$ cat src/rtl/cap_guard_pkg.sv
package cap_guard_pkg;
  typedef enum logic [1:0] {
    FLT_NONE   = 2'd0,
    FLT_TAG    = 2'd1,
    FLT_PERM   = 2'd2,
    FLT_BOUNDS = 2'd3
  } flt_e;

  localparam int PERM_LD = 0;
  localparam int PERM_ST = 1;
  localparam int PERM_LC = 2;
  localparam int PERM_SC = 3;

  localparam logic OP_BOUNDS = 1'b0;
  localparam logic OP_PERMS  = 1'b1;
endpackage

$ cat src/rtl/cap_access_chk.sv
module cap_access_chk
  import cap_guard_pkg::*;
#(
  parameter int AW  = 64,
  parameter int PW  = 4,
  parameter int SZW = 5
) (
  input  logic          tag,
  input  logic [AW-1:0] base,
  input  logic [AW:0]   top,
  input  logic [PW-1:0] perm,
  input  logic [AW-1:0] addr,
  input  logic [SZW-1:0] size,
  input  logic          wr,
  input  logic          capw,
  output flt_e          fault
);
  localparam int PADW = AW + 1 - SZW;

  logic [AW:0]   end_addr;
  logic [PW-1:0] need;
  logic          perm_ok;
  logic          range_ok;

  // one extra bit so the end of the access cannot wrap back into range
  assign end_addr = {1'b0, addr} + {{PADW{1'b0}}, size};

  always_comb begin
    need = '0;
    if (wr) need[PERM_ST] = 1'b1;
    else    need[PERM_LD] = 1'b1;
    if (capw) begin
      if (wr) need[PERM_SC] = 1'b1;
      else    need[PERM_LC] = 1'b1;
    end
  end

  assign perm_ok  = (need & ~perm) == '0;
  assign range_ok = (addr >= base) && (end_addr <= top);

  // priority: tag, then permission, then range
  always_comb begin
    if (!tag)           fault = FLT_TAG;
    else if (!perm_ok)  fault = FLT_PERM;
    else if (!range_ok) fault = FLT_BOUNDS;
    else                fault = FLT_NONE;
  end
endmodule

$ cat src/rtl/cap_derive_chk.sv
module cap_derive_chk
  import cap_guard_pkg::*;
#(
  parameter int AW = 64,
  parameter int PW = 4
) (
  input  logic          src_tag,
  input  logic [AW-1:0] src_base,
  input  logic [AW:0]   src_top,
  input  logic [PW-1:0] src_perm,
  input  logic [AW-1:0] src_addr,
  input  logic          op,
  input  logic [AW-1:0] len,
  input  logic [PW-1:0] perm_req,
  output logic          r_tag,
  output logic [AW-1:0] r_base,
  output logic [AW:0]   r_top,
  output logic [PW-1:0] r_perm,
  output logic [AW-1:0] r_addr,
  output logic          r_fault,
  output flt_e          r_code
);
  logic [AW:0] win_top;
  logic        win_ok;
  logic        subset_ok;

  assign win_top   = {1'b0, src_addr} + {1'b0, len};
  assign win_ok    = (src_addr >= src_base) && (win_top <= src_top);
  assign subset_ok = (perm_req & ~src_perm) == '0;

  always_comb begin
    r_addr = src_addr;
    if (op == OP_BOUNDS) begin
      r_base = src_addr;
      r_top  = win_top;
      r_perm = src_perm;
    end else begin
      r_base = src_base;
      r_top  = src_top;
      r_perm = perm_req;
    end
    if (!src_tag)                        r_code = FLT_TAG;
    else if (op == OP_BOUNDS && !win_ok) r_code = FLT_BOUNDS;
    else if (op == OP_PERMS && !subset_ok) r_code = FLT_PERM;
    else                                 r_code = FLT_NONE;
    r_fault = (r_code != FLT_NONE);
    r_tag   = !r_fault;
  end
endmodule

$ cat src/rtl/cap_stage.sv
module cap_stage #(
  parameter int W = 8
) (
  input  logic         clk,
  input  logic         rst_n,
  input  logic         in_valid,
  output logic         in_ready,
  input  logic [W-1:0] in_data,
  output logic         out_valid,
  input  logic         out_ready,
  output logic [W-1:0] out_data
);
  assign in_ready = !out_valid || out_ready;

  always_ff @(posedge clk or negedge rst_n) begin
    if (!rst_n)        out_valid <= 1'b0;
    else if (in_ready) out_valid <= in_valid;
  end

  always_ff @(posedge clk) begin
    if (in_valid && in_ready) out_data <= in_data;
  end

  p_hold_r10: assert property (@(posedge clk) disable iff (!rst_n)
    (out_valid && !out_ready) |=> (out_valid && $stable(out_data)))
    else $error("stalled result changed");

  p_accept_r10: assert property (@(posedge clk) disable iff (!rst_n)
    (in_valid && in_ready) |=> out_valid)
    else $error("accepted request produced no result");
endmodule

$ cat src/rtl/cap_guard.sv
module cap_guard
  import cap_guard_pkg::*;
#(
  parameter int AW  = 64,
  parameter int PW  = 4,
  parameter int SZW = 5
) (
  input  logic           clk,
  input  logic           rst_n,
  input  logic           acc_valid,
  output logic           acc_ready,
  input  logic           acc_tag,
  input  logic [AW-1:0]  acc_base,
  input  logic [AW:0]    acc_top,
  input  logic [PW-1:0]  acc_perm,
  input  logic [AW-1:0]  acc_addr,
  input  logic [SZW-1:0] acc_size,
  input  logic           acc_write,
  input  logic           acc_cap,
  output logic           res_valid,
  input  logic           res_ready,
  output logic           res_pass,
  output logic [1:0]     res_fault,
  input  logic           drv_valid,
  output logic           drv_ready,
  input  logic           drv_tag,
  input  logic [AW-1:0]  drv_base,
  input  logic [AW:0]    drv_top,
  input  logic [PW-1:0]  drv_perm,
  input  logic [AW-1:0]  drv_addr,
  input  logic           drv_op,
  input  logic [AW-1:0]  drv_len,
  input  logic [PW-1:0]  drv_perm_req,
  output logic           dout_valid,
  input  logic           dout_ready,
  output logic           dout_tag,
  output logic [AW-1:0]  dout_base,
  output logic [AW:0]    dout_top,
  output logic [PW-1:0]  dout_perm,
  output logic [AW-1:0]  dout_addr,
  output logic           dout_fault,
  output logic [1:0]     dout_code
);
  localparam int RW = 3;
  localparam int DW = 3 * AW + PW + 5;

  flt_e          acc_flt;
  logic [RW-1:0] res_in, res_q;

  cap_access_chk #(.AW(AW), .PW(PW), .SZW(SZW)) u_acc (
    .tag(acc_tag), .base(acc_base), .top(acc_top), .perm(acc_perm),
    .addr(acc_addr), .size(acc_size), .wr(acc_write), .capw(acc_cap),
    .fault(acc_flt)
  );

  assign res_in = {(acc_flt == FLT_NONE), acc_flt};

  cap_stage #(.W(RW)) u_res_stage (
    .clk(clk), .rst_n(rst_n),
    .in_valid(acc_valid), .in_ready(acc_ready), .in_data(res_in),
    .out_valid(res_valid), .out_ready(res_ready), .out_data(res_q)
  );

  assign res_pass  = res_q[2];
  assign res_fault = res_q[1:0];

  logic          d_tag, d_fault;
  logic [AW-1:0] d_base, d_addr;
  logic [AW:0]   d_top;
  logic [PW-1:0] d_perm;
  flt_e          d_code;
  logic [DW-1:0] dout_in, dout_q;

  cap_derive_chk #(.AW(AW), .PW(PW)) u_drv (
    .src_tag(drv_tag), .src_base(drv_base), .src_top(drv_top),
    .src_perm(drv_perm), .src_addr(drv_addr), .op(drv_op), .len(drv_len),
    .perm_req(drv_perm_req),
    .r_tag(d_tag), .r_base(d_base), .r_top(d_top), .r_perm(d_perm),
    .r_addr(d_addr), .r_fault(d_fault), .r_code(d_code)
  );

  assign dout_in = {d_tag, d_base, d_top, d_perm, d_addr, d_fault, d_code};

  cap_stage #(.W(DW)) u_drv_stage (
    .clk(clk), .rst_n(rst_n),
    .in_valid(drv_valid), .in_ready(drv_ready), .in_data(dout_in),
    .out_valid(dout_valid), .out_ready(dout_ready), .out_data(dout_q)
  );

  assign {dout_tag, dout_base, dout_top, dout_perm, dout_addr, dout_fault, dout_code} = dout_q;

  // ---------------- assertions ----------------
  logic [AW:0] acc_end_a;
  assign acc_end_a = {1'b0, acc_addr} + {{(AW + 1 - SZW){1'b0}}, acc_size};

  p_untagged_r1: assert property (@(posedge clk) disable iff (!rst_n)
    (acc_valid && acc_ready && !acc_tag) |=> (!res_pass && res_fault == 2'd1))
    else $error("untagged access not refused");

  p_pass_in_range_r2: assert property (@(posedge clk) disable iff (!rst_n)
    (acc_valid && acc_ready && acc_addr >= acc_base && acc_end_a <= acc_top)
      |=> (res_fault != 2'd3))
    else $error("in-range access given bounds fault");

  p_pass_needs_range_r3: assert property (@(posedge clk) disable iff (!rst_n)
    (acc_valid && acc_ready && acc_end_a > acc_top) |=> !res_pass)
    else $error("access past top passed");

  p_monotone_r6: assert property (@(posedge clk) disable iff (!rst_n)
    (drv_valid && drv_ready) |=>
      (!dout_tag || (dout_base >= $past(drv_base) && dout_top <= $past(drv_top)
                     && (dout_perm & ~$past(drv_perm)) == '0)))
    else $error("derived capability wider than source");

  p_widen_perm_r8: assert property (@(posedge clk) disable iff (!rst_n)
    (drv_valid && drv_ready && drv_tag && drv_op == OP_PERMS && (drv_perm_req & ~drv_perm) != '0)
      |=> (!dout_tag && dout_fault && dout_code == 2'd2))
    else $error("permission widening not refused");

  p_untagged_src_r9: assert property (@(posedge clk) disable iff (!rst_n)
    (drv_valid && drv_ready && !drv_tag) |=> (!dout_tag && dout_fault && dout_code == 2'd1))
    else $error("derive from untagged source not refused");
endmodule

$ cat config.mk
export PLATFORM = sky130hd
export DESIGN_NAME = cap_guard
export DESIGN_NICKNAME = d
export VERILOG_FILES = /design/src/rtl/cap_guard_pkg.sv /design/src/rtl/cap_access_chk.sv /design/src/rtl/cap_derive_chk.sv /design/src/rtl/cap_stage.sv /design/src/rtl/cap_guard.sv
export SDC_FILE = /design/constraint.sdc
export NUM_CORES = 1
export LEC_CHECK = 0
export BUFFER_PORTS_ARGS = -buffer_cell sky130_fd_sc_hd__clkbuf_2
export CORE_AREA = 2 2 269 271
export CTS_BUF_LIST = sky130_fd_sc_hd__clkbuf_4 sky130_fd_sc_hd__clkbuf_8
export CTS_CLUSTER_SIZE = 8
export DETAILED_ROUTE_END_ITERATION = 12
export DIE_AREA = 0 0 271 273
export GPL_TIMING_DRIVEN = 0
export PLACE_DENSITY_LB_ADDON = 0.1
export SYNTH_ARGS = -nofsm -noshare
export SYNTH_HDL_FRONTEND = slang
export SYNTH_SLANG_ARGS = --single-unit
$ cat constraint.sdc
create_clock -name clk -period 5.5 [get_ports clk]
set_clock_uncertainty 0.05 [all_clocks]
set_input_delay 1.375 -clock clk [delete_from_list [all_inputs] [get_ports clk]]
set_output_delay 1.375 -clock clk [all_outputs]
set_load 0.02 [all_outputs]
---- Yosys cells after proc, flatten, opt, wreduce, memory -nomap -nowiden ----
Index checks and enable logic that the tools add are counted.
storage, ports and cells
  register bits ........................... 206
  logic and storage cells ................. 44
operators by class
  $lt $le $gt $ge ......................... 4
  reduce and logical (&&, ||, !) cells .... 17
  add/subtract/negate cells ............... 2
  mux-type cells .......................... 12
  bitwise operators ....................... 5
operator list
  cell                                       count
  65-bit less-or-equal comparator            2
  64-bit >= comparator                       2
  64-bit by 5-bit adder with 65-bit output   1
  64-bit by 64-bit adder with 65-bit output  1
  65-bit two-way mux                         1
  64-bit two-way mux                         1
  2-bit two-way mux                          7
  4-bit AND                                  2
  4-bit zero test                            2
  4-bit inverter                             2
  1-bit logical AND                          6
  1-bit zero test                            5
  4-bit two-way mux                          1
  2-bit zero test                            1
  1-bit logical OR                           2
  1-bit two-way mux                          2
  2-bit nonzero test                         1
  1-bit inverter                             1

---- Depth between registers and ports, before layout ----
Gate-level depths: netlist (run 1).
  word-level depth ........................ 10
  mapped depth ............................ 23
  gate-level depth less buffers ........... 22

---- Hierarchy ----
A second synthesis (run 1) with hierarchy kept.
second synthesis, totals
  cells, all modules ...................... 2140
  area total of the unflattened synthesis .. 20001.7 µm²
by module, submodules not included
  module                   sequential area each (µm²)  cells each  area an instance (µm²)  instances
  cap_derive_chk           0.0                         1279        9225.1                  1
  cap_stage (u_drv_stage)  6060.8                      205         6089.6                  1
  cap_access_chk           0.0                         648         4539.4                  1
  cap_stage (u_res_stage)  115.1                       7           143.9                   1
  cap_guard                0.0                         1           3.8                     1

---- Worst setup path after synthesis (run 1) ----
No wires, ideal clock.
  path type ............................... input-to-reg
  start point ............................. input port dout_ready
  end point ............................... register u_drv_stage.out_data[0] (enable)
  required time ........................... 4.865 ns
  stages on the path ...................... 2
  arrival time ............................ 6.254 ns
  setup time .............................. 0.585 ns
  setup slack ............................. -1.389 ns
  cells stage by stage .................... nand2b_1 and2_1
on the way
  cells in the longest elaborated chain, start to end .. 2
ends and longest elaborated chain
  element               line             RTL
  from (decl)           cap_guard.sv:35  input logic dout_ready,
  1-bit logical OR      cap_stage.sv:13  assign in_ready = !out_valid || out_ready;
  1-bit logical AND     cap_stage.sv:21  if (in_valid && in_ready) out_data <= in_data;
  to (signal assigned)  cap_stage.sv:21
  to (decl)             cap_stage.sv:11  output logic [W-1:0] out_data
Every way passes these cells.
A chain may end at the register's enable or synchronous reset.

---- Final worst setup path (run 1) ----
  start point ............................. input port drv_addr[29]
  end point ............................... register u_drv_stage.out_data[200] (data pin)
on the way
  cells in the longest elaborated chain, start to end .. 9
  elaborated cells between the ends (all ways) .. 10
ends and longest elaborated chain
  element                                    line                  RTL
  from (decl)                                cap_guard.sv:30       input logic [AW-1:0] drv_addr,
  64-bit by 64-bit adder with 65-bit output  cap_derive_chk.sv:27  assign win_top = {1'b0, src_addr} + {1'b0, len};
  65-bit less-or-equal comparator            cap_derive_chk.sv:28  assign win_ok = (src_addr >= src_base) && (win_top <= src_top);
  1-bit logical AND (*)                      cap_derive_chk.sv:28
  1-bit zero test (*)                        cap_derive_chk.sv:43  else if (op == OP_BOUNDS && !win_ok) r_code = FLT_BOUNDS;
  1-bit logical AND (*)                      cap_derive_chk.sv:43
  2-bit two-way mux (*)                      cap_derive_chk.sv:43
  2-bit two-way mux (*)                      cap_derive_chk.sv:42  if (!src_tag) r_code = FLT_TAG;
  2-bit nonzero test (*)                     cap_derive_chk.sv:46  r_fault = (r_code != FLT_NONE);
  1-bit zero test (*)                        cap_derive_chk.sv:47  r_tag = !r_fault;
  named net d_tag                            cap_guard.sv:67       logic d_tag, d_fault;
Mark *: on every way through the listed nets, which the timed path passes. The rest lies on a longest branch.

==> results.md, run 1 <==
| Item | Value |
|---|---|
| Run status | finished with violations |
| Violated checks | negative setup slack |
| Count of placed standard cells in the final layout, fillers left out | 3886 |
| Warnings from Yosys | 0 |
| Number of clock buffers inserted by TritonCTS | 44 |
| Via count of the first global-routing pass | 19570 |
| Area fraction in compound gates after synthesis | 0.1857 |
| Number of flops mapped to enable cells by yosys | 204 |
| Post-route minimum period | 5.560 ns |
| Combinational group share of total power | 0.372 |
| Total of max-cap violations | 0 |
| TritonCTS Sinks | 206 |
| Number of rows created at floorplan | 98 |
| Initial antenna violation count | 29 |
| Summed negative setup slack over all endpoints | -0.07483 ns |
| Synthesized area per cell | 9.339 µm² |
| WL final | 83080 µm |
| X dimension of the die | 271 µm |
| Synth top cells by count | ha_1, inv_1, edfxtp_1, nand2_1, a21oi_1 |
| Sequential cell fraction of total power | 0.329 |
| Sum of net half-perimeters after detailed placement | 70960 µm |
| NumNets Final | 3700 |
| Clock Path Buffers | 3 |
| Fraction of registers with async set or reset after synthesis | 0.009709 |
| Fraction of the cycle the final worst path needs | 1.011 |
| Largest cells by area after synthesis | edfxtp_1, ha_1, inv_1, a21o_1, mux2_2 |
| Skew-Pair Late Insertion Delay | 0.61 ns |
| Synth Instances | 2128 |
| Cell internal pwr | 3.680 mW |
| Worst slew margin relative to its limit | 0.1588 |
| Layout filler cell count | 7440 |
| Largest net degree at the start of global routing | 63 |
| Power per cell area | 218.4 mW/mm² |
| Clock group share of total power | 0.299 |
| Global-route wire length before repair | 120900 µm |
| Sw frac | 0.3647 |
| Vias | 18990 |
| CTS tree | built |
| Post-synthesis cell type with the largest combined area | edfxtp_1 |
| Number of unique standard cell types used by synthesis | 80 |
| Slack of the worst reg-to-reg path | 3.27 ns |
| Required time of the critical path | 5.86 ns |
| Clock edge transition at the registers on the reported setup and hold paths | 0.06 ns |
| Core outline area | 0.07100 mm² |
| Final Max Tran Viols | 0 |
| Most common cell in the netlist | ha_1 |
| Post-Syn Nets | 2935 |
| Die Outline Area | 0.07398 mm² |
| RSZ-0062 raised after global routing | yes |
| Clk root buf | clkbuf_8 |
| Mux cell area share after synthesis | 0.05062 |
| Stage delay of the slowest cell on the critical path | 0.37 ns |
| Finished layout cell area | 0.02652 mm² |
| Adder-cell share of the synthesized area | 0.2079 |
| Synth Flop Type | edfxtp_1 |
| Critical Path Sink Type | flop |
| Static leakage power | 13.31 nW |
| Worst min-delay path category | reg -> reg |
| Number of DRC markers in iteration 0 | 961 |
| Ordered list of cells on the worst path | clkbuf_2 -> ha_1 -> buf_6 -> a21o_1 -> a221o_1 -> a211o_1 -> a31oi_4 -> buf_12 -> o41ai_4 -> buf_4 -> a31oi_4 -> buf_6 -> o21ai_2 -> xor2_1 -> ha_1 -> nand4_1 -> nor3_4 -> and4_4 -> nand3_2 -> nor2_2 -> a211o_1 -> a2111oi_4 -> o211a_1 -> o21a_1 |
| Data arrival at the endpoint of the critical path | 5.92 ns |
| Post-synthesis instance area | 0.01987 mm² |
| Crit path launch type | input pin |
| Final worst-path setup slack | -0.05960 ns |
| Vias per cell | 4.886 |
| Router iterations before antenna repair | 5 |
| Die Y-Extent | 273 µm |
| Net switching component of the power | 2.113 mW |
| Slowest-stage cell, CP | a221o_1 |
| Fraction of final layout cells sized beyond drive strength 1 | 0.3526 |
| DP Worst Slack | -1.413 ns |
| Remaining routing DRC violations | 0 |
| Total GRT Usage | 0.2162 |
| Launch instance of the worst min-delay path | u_res_stage.out_valid$_DFFE_PN0N_ |
| Seq. cell area | 0.006176 mm² |
| Synth Register Bits | 206 |
| Final Wtd Congestion | 0.9105 |
| Antenna-violating nets left | 0 |
| Leftover overflow at the end of global routing | 0 |
| Area share of and/or/nand/nor cells after synthesis | 0.1260 |
| Combinational family with the most area after synthesis | adder cells |
| Critical path start-end classification | in -> reg |
| Multi-input logic area | 0.01306 mm² |
| Final number of hold-violating endpoints | 0 |
| Initial Utilization | 0.2799 |
| Top-area cell type share of the netlist area | 0.3082 |
| Seq/Total Area, Yosys | 0.3108 |
| VDD IR-drop max | 0.1541 mV |
| Final core utilization | 0.3736 |
| Cell area after placement | 0.02467 mm² |
| Count of placed standard cells including taps | 3766 |
| Critical path peak fanout | 8 |
| Maximum level of the CTS H-tree | 2 |
| Highest clock rate | 179.9 MHz |
| Parity-gate share of the synthesized area counting xor and xnor cells | 0.05200 |
| Finish-stage setup viols | 2 |
| Worst Setup SP | drv_addr[29] |
| IO buf count | 685 |
| WL per Instance | 21.38 µm |
| Slew at the pin closest to its max-slew limit | 1.262 ns |
| Reg-to-reg startpoint | u_drv_stage.out_valid$_DFFE_PN0N_ |
| Ports | 686 |
| Layout overhead on the synthesized area | 33.46% |
-- power groups by stage --
stage	sequential, mW	clock [mW]	combinational, mW
after floorplan	2.08	0	1.13
after global placement	1.95	0	2.01
after detailed placement	1.94	0	2.05
after CTS	1.91	1.80	2.11
after global routing	1.92	1.85	2.39
final	1.91	1.73	2.16
-- per-stage QoR --
stage | power, mW | hold slack (ns)
floorplan | 3.206 | 0.7324
global placement | 3.963 | 0.4707
detailed placement | 3.985 | 0.4754
CTS | 5.818 | 0.4506
global route | 6.156 | 0.4689
finish | 5.793 | 0.4875
-- what timing repair did --
item | in CTS | in global routing
hold buffers | 0 | 0
hold endpoints to repair | 0 | 0
pin swaps | 29 | 48
setup buffers | 20 | 21
gates cloned | 0 | 0
gates resized for setup | 59 | 96
endpoints found under the setup margin | 7 | 7
-- final timing paths --
path,endpoint,cells after the start
worst max register to register,u_drv_stage.out_data[4]$_DFFE_PP_,4
worst max-delay path,u_drv_stage.out_data[200]$_DFFE_PP_,24
worst min register to register,u_res_stage.out_valid$_DFFE_PN0N_,2
worst min-delay path,u_res_stage.out_valid$_DFFE_PN0N_,2
min in group asynchronous,u_res_stage.out_valid$_DFFE_PN0N_,1
max in group asynchronous,u_drv_stage.out_valid$_DFFE_PN0N_,1
-- per-layer routing --
metal	up-vias	wire length [µm]	share of wire	GRT usage
met5	-	214	0.0026	0
met3	136	5929	0.071	0.06168
met2	605	41290	0.50	0.3826
met1	8891	33360	0.40	0.2503
met4	30	2287	0.028	0.07008
li1	9325	-	-	-
-- flip-flops by register name, summed over array words and instances (netlist names) --
register	flops
u_drv_stage.out_data	201
u_drv_stage.out_valid	1
u_res_stage.out_data	3
u_res_stage.out_valid	1
-- cell type report --
type	instances	area share
Sequential cell	206	0.2328
Timing Repair Buffer	729	0.1466
Multi-Input combinational cell	1571	0.4924
Clock buffer	54	0.02566
Tap cell	950	0.04481
Inverter	299	0.04231
Antenna cell	12	0.001132
Clock inverter	23	0.006887
Buffer	42	0.007406
-- worst max-delay path: cells and delay by family --
family                   cells  cell delay (ns)
AO/OA/AOI/OAI               11             2.04
XOR/XNOR                     1             0.17
adder cells (fa/ha/maj)      2             0.61
buffers and inverters        5             0.76
AND/OR/NAND/NOR              5             0.94
-- cell families after synthesis --
kind of cell / after synthesis
xor gates and xnor gates: 118
DFF: 206
AOI/OAI and AO/OA: 540
muxes: 89
and+or+nand+nor: 495
buffers and inverters: 351
adders and majority gates: 329
-- cell usage in the layout, fill, tap and decap left out, drive strengths merged, types with 13 or more instances in the layout --
cell and instances:
inv 302, clkbuf 761, nand4 68, nand2b 14, o21ai 91, o21bai 17, ha 327, edfxtp 204
o211ai 18, clkinv 16, a21oi 147, mux2 89, buf 64, and2 18, a211oi 19, xnor2 82
nor3 24, a31oi 17, nand2 144, xor2 36, a21o 137, nor2b 13, nor2 89, and3 25
nand3 58
(Power assumes the default switching activity.)
==> inputs of run 2 (changes only) <==
--- a/config.mk
+++ b/config.mk
@@ -6,13 +6,14 @@
 export NUM_CORES = 1
 export LEC_CHECK = 0
 export BUFFER_PORTS_ARGS = -buffer_cell sky130_fd_sc_hd__clkbuf_2
-export CORE_AREA = 2 2 269 271
+export CORE_AREA = 2 2 270 272
 export CTS_BUF_LIST = sky130_fd_sc_hd__clkbuf_4 sky130_fd_sc_hd__clkbuf_8
 export CTS_CLUSTER_SIZE = 8
 export DETAILED_ROUTE_END_ITERATION = 12
-export DIE_AREA = 0 0 271 273
+export DIE_AREA = 0 0 272 274
 export GPL_TIMING_DRIVEN = 0
 export PLACE_DENSITY_LB_ADDON = 0.1
 export SYNTH_ARGS = -nofsm -noshare
 export SYNTH_HDL_FRONTEND = slang
+export SYNTH_HIERARCHICAL = 1
 export SYNTH_SLANG_ARGS = --single-unit
==> run 2 against run 1 <==
The run still ends with negative setup slack left. Largest cell class unchanged. Clock-buffer cell count increased by 13. Register-to-register slack improved by 0.04 ns. Combinational power about the same. Synthesized area increased by 0.64%. Sequential power about the same. First-iteration DRC count decreased by 0.73%. Via count decreased by 0.80%. Critical endpoint is now u_drv_stage/out_data[200]$_DFFE_PP_. Worst setup slack got worse by 0.40 ns. Sequential cell count unchanged.
==> results.md, run 2 <==
| Item | Value | vs previous |
|---|---|---|
| Run status | finished with violations |  |
| Violated checks | negative setup slack |  |
| Remaining routing DRC violations | 0 | unchanged |
| Number of clock buffers inserted by TritonCTS | 45 | +2.3% |
| IO buf count | 685 | unchanged |
| Hold Slack | 0.4929 ns | +0.005382 ns |
| Net switching component of the power | 2.072 mW | -1.9% |
| Most common cell in the netlist | ha_1 |  |
| Final number of hold-violating endpoints | 0 | unchanged |
| Slew at the pin closest to its max-slew limit | 1.249 ns | -0.01240 ns |
| Worst slew margin relative to its limit | 0.1561 | -0.002630 |
| Initial antenna violation count | 16 | -45% |
| Clock group share of total power | 0.320 | +0.021 |
| Slack of the worst reg-to-reg path | 3.31 ns | +0.04 ns |
| Clock Path Buffers | 3 | unchanged |
| Clk root buf | clkbuf_8 |  |
| Die Y-Extent | 274 µm | +0.37% |
| Skew-Pair Late Insertion Delay | 0.61 ns | about the same |
| WL per Instance | 20.55 µm | -3.9% |
| Number of DRC markers in iteration 0 | 954 | -0.73% |
| Number of flops mapped to enable cells by yosys | 204 | unchanged |
| Fraction of registers with async set or reset after synthesis | 0.009709 | unchanged |
| Post-synthesis instance area | 0.02000 mm² | +0.64% |
| Final worst-path setup slack | -0.4641 ns | -0.4045 ns |
| Critical path peak fanout | 7 | -1 |
| Sw frac | 0.3465 | -0.01824 |
| Clock edge transition at the registers on the reported setup and hold paths | 0.05 ns | about the same |
| Post-synthesis cell type with the largest combined area | edfxtp_1 |  |
| Flip-flop count of the largest register after layout | 201 | unchanged |
| Warnings from Yosys | 6 | +6 |
| Largest net degree at the start of global routing | 67 | +6.3% |
| Initial Utilization | 0.2779 | -0.002008 |
| Synth Flop Type | edfxtp_1 |  |
| Worst Setup SP | drv_addr[10] |  |
| CTS tree | built |  |
| Vias | 18840 | -0.80% |
| Number of unique standard cell types used by synthesis | 90 | +13% |
| Cell internal pwr | 3.908 mW | +6.2% |
| Layout filler cell count | 7525 | +1.1% |
| Combinational family with the most area after synthesis | adder cells |  |
| Adder-cell share of the synthesized area | 0.2066 | -0.001326 |
| Synth top cells by count | ha_1, inv_1, edfxtp_1, nand2_1, a21oi_1 |  |
| Parity-gate share of the synthesized area counting xor and xnor cells | 0.05423 | +0.002233 |
| RSZ-0062 raised after global routing | yes |  |
| Post-Syn Nets | 2947 | +0.41% |
| Total of max-cap violations | 0 | unchanged |
| VDD IR-drop max | 0.1453 mV | -5.7% |
| Finish-stage setup viols | 4 | +2 |
| Top-area cell type share of the netlist area | 0.3063 | -0.001967 |
| Router iterations before antenna repair | 5 | unchanged |
| Largest register by flop count | u_drv_stage/out_data |  |
| Area fraction in compound gates after synthesis | 0.1603 | -0.02539 |
| Reg-to-reg startpoint | u_drv_stage/out_valid$_DFFE_PN0P_ |  |
| Via count of the first global-routing pass | 19530 | -0.24% |
| Largest cells by area after synthesis | edfxtp_1, ha_1, inv_1, mux2_2, xnor2_1 |  |
| WL final | 80760 µm | -2.8% |
| X dimension of the die | 272 µm | +0.37% |
| Data arrival at the endpoint of the critical path | 6.29 ns | +0.37 ns |
| Sequential cell fraction of total power | 0.319 | -0.010 |
| Post-route minimum period | 5.964 ns | +0.4045 ns |
| Top library cells by usage in the layout, fill and taps aside | clkbuf_2, ha_1, inv_1 |  |
| Number of rows created at floorplan | 99 | +1.0% |
| Total power of the final layout | 5.979 mW | +3.2% |
| Highest clock rate | 167.7 MHz | -6.8% |
| Crit path launch type | input pin |  |
| Power per cell area | 221.0 mW/mm² | +1.2% |
| Path depth of the worst reg2reg path | 4 | unchanged |
| Area share of and/or/nand/nor cells after synthesis | 0.1319 | +0.005952 |
| Antenna-violating nets left | 0 | unchanged |
| Vias per cell | 4.793 | -1.9% |
| Global-route wire length before repair | 118500 µm | -2.0% |
| TritonCTS Sinks | 206 | unchanged |
| Critical path start-end classification | in -> reg |  |
| Final Wtd Congestion | 0.9076 | -0.32% |
| Seq/Total Area, Yosys | 0.3088 | -0.001983 |
| Required time of the critical path | 5.83 ns | -0.03 ns |
| NumNets Final | 3738 | +1.0% |
| Maximum level of the CTS H-tree | 2 | unchanged |
| Combinational group share of total power | 0.361 | -0.011 |
| Synth Instances | 2140 | +0.56% |
| Static leakage power | 13.23 nW | -0.61% |
| Most common library cell in the layout ignoring fill and taps | clkbuf_2 |  |
| Hold-fix buffer count after cts | 0 | unchanged |
| Worst min-delay path category | in -> async |  |
| Synth Register Bits | 206 | unchanged |
| Critical Path Sink Type | flop |  |
| Die Outline Area | 0.07453 mm² | +0.74% |
| Mux cell area share after synthesis | 0.05123 | +0.0006154 |
| Fraction of the cycle the final worst path needs | 1.084 | +0.07354 |
| Ports | 686 | unchanged |
| Final Max Tran Viols | 0 | unchanged |
| Synthesized area per cell | 9.347 µm² | about the same |
| Layout overhead on the synthesized area | 35.26% |  |
| Total GRT Usage | 0.2088 | -0.007307 |
| Core outline area | 0.07197 mm² | +1.4% |
| Fraction of final layout cells sized beyond drive strength 1 | 0.3752 | +0.02257 |
| Leftover overflow at the end of global routing | 0 | unchanged |
| Sum of net half-perimeters after detailed placement | 68190 µm | -3.9% |
| Regs by FF count | u_drv_stage/out_data (201), u_res_stage/out_data (3) |  |
## run 2: path summary, 6_finish.rpt
path,endpoint
min in group clk,u_res_stage/out_valid$_DFFE_PN0P_
worst max-delay path,u_drv_stage/out_data[200]$_DFFE_PP_
max in group asynchronous,u_drv_stage/out_valid$_DFFE_PN0P_
worst min register to register,u_res_stage/out_valid$_DFFE_PN0P_
worst min-delay path,u_res_stage/out_valid$_DFFE_PN0P_
worst max register to register,u_drv_stage/out_data[46]$_DFFE_PP_
## run 2: stage by stage
| step | worst slack, ns | cell area (µm²) | setup TNS [ns] | cells | util |
|---|---|---|---|---|---|
| CTS | -0.4043 | 26430 | -1.525 | 3886 | 0.3673 |
| finish | -0.4641 | 27050 | -1.798 | 3930 | 0.3759 |
| detailed placement | -2.785 | 24740 | -12.05 | 3787 | 0.3437 |
| global placement | -2.902 | 24650 | -12.48 | 3784 | 0.3425 |
| global route | -0.6808 | 27050 | -2.678 | 3928 | 0.3759 |
| floorplan | -0.009101 | 20020 | -0.009101 | 2140 | - |
## run 2: final cells by class
| class | count | area, µm² | area share |
|---|---|---|---|
| Buffer | 104 | 660.6 | 0.02442 |
| Multi-Input combinational cell | 1539 | 12840 | 0.4745 |
| Clock buffer | 67 | 803.3 | 0.02969 |
| Sequential cell | 206 | 6176 | 0.2283 |
| Inverter | 285 | 1070 | 0.03954 |
| Antenna cell | 7 | 17.52 | 0.0006475 |
| Clock inverter | 13 | 162.7 | 0.006012 |
| Tap cell | 959 | 1200 | 0.04435 |
| Timing Repair Buffer | 750 | 4128 | 0.1526 |
## run 2: power groups by stage
stage / logic, mW / clock network, mW / registers [mW]
global placement: 1.98 / 0 / 1.95
global route: 2.40 / 2.06 / 1.92
floorplan: 1.12 / 0 / 2.08
finish: 2.16 / 1.91 / 1.91
CTS: 2.11 / 2.00 / 1.91
detailed placement: 2.01 / 0 / 1.94
## run 2: logic make-up after synthesis
group                    after synthesis
AO/OA/AOI/OAI                        489
AND/OR/NAND/NOR                      507
XOR/XNOR                             123
flip-flops                           206
multiplexers                          91
buffers and inverters                395
adder cells (fa/ha/maj)              329
## run 2: critical path, stage by stage
cell,delay (ns)
clkbuf_2,0.12
ha_1,0.30
buf_6,0.12
nand4_1,0.18
nor3_2,0.22
nand3_2,0.14
nor3_4,0.28
o31ai_4,0.13
a2111oi_4,0.39
o211ai_1,0.13
buf_4,0.21
a211oi_4,0.25
nor2_1,0.08
xnor2_1,0.14
ha_1,0.31
nand4_1,0.17
nor4_4,0.28
buf_4,0.18
nand3_4,0.06
and4b_2,0.37
a221oi_2,0.08
o21ai_2,0.13
nor4_4,0.10
o21ai_4,0.25
inv_2,0.10
and3_4,0.17
## run 2: metal layers
layer	global-route usage	wire [µm]	vias up
li1	-	-	9304
met1	0.2388	32170	8894
met2	0.3920	41940	525
met3	0.04519	4903	97
met4	0.05162	1641	16
met5	0	107	-
## run 2: what timing repair did
item,CTS,global route
buffers inserted,20,44
cloned,0,0
setup endpoints to repair,4,5
gates resized for setup,102,84
pin swaps,35,58
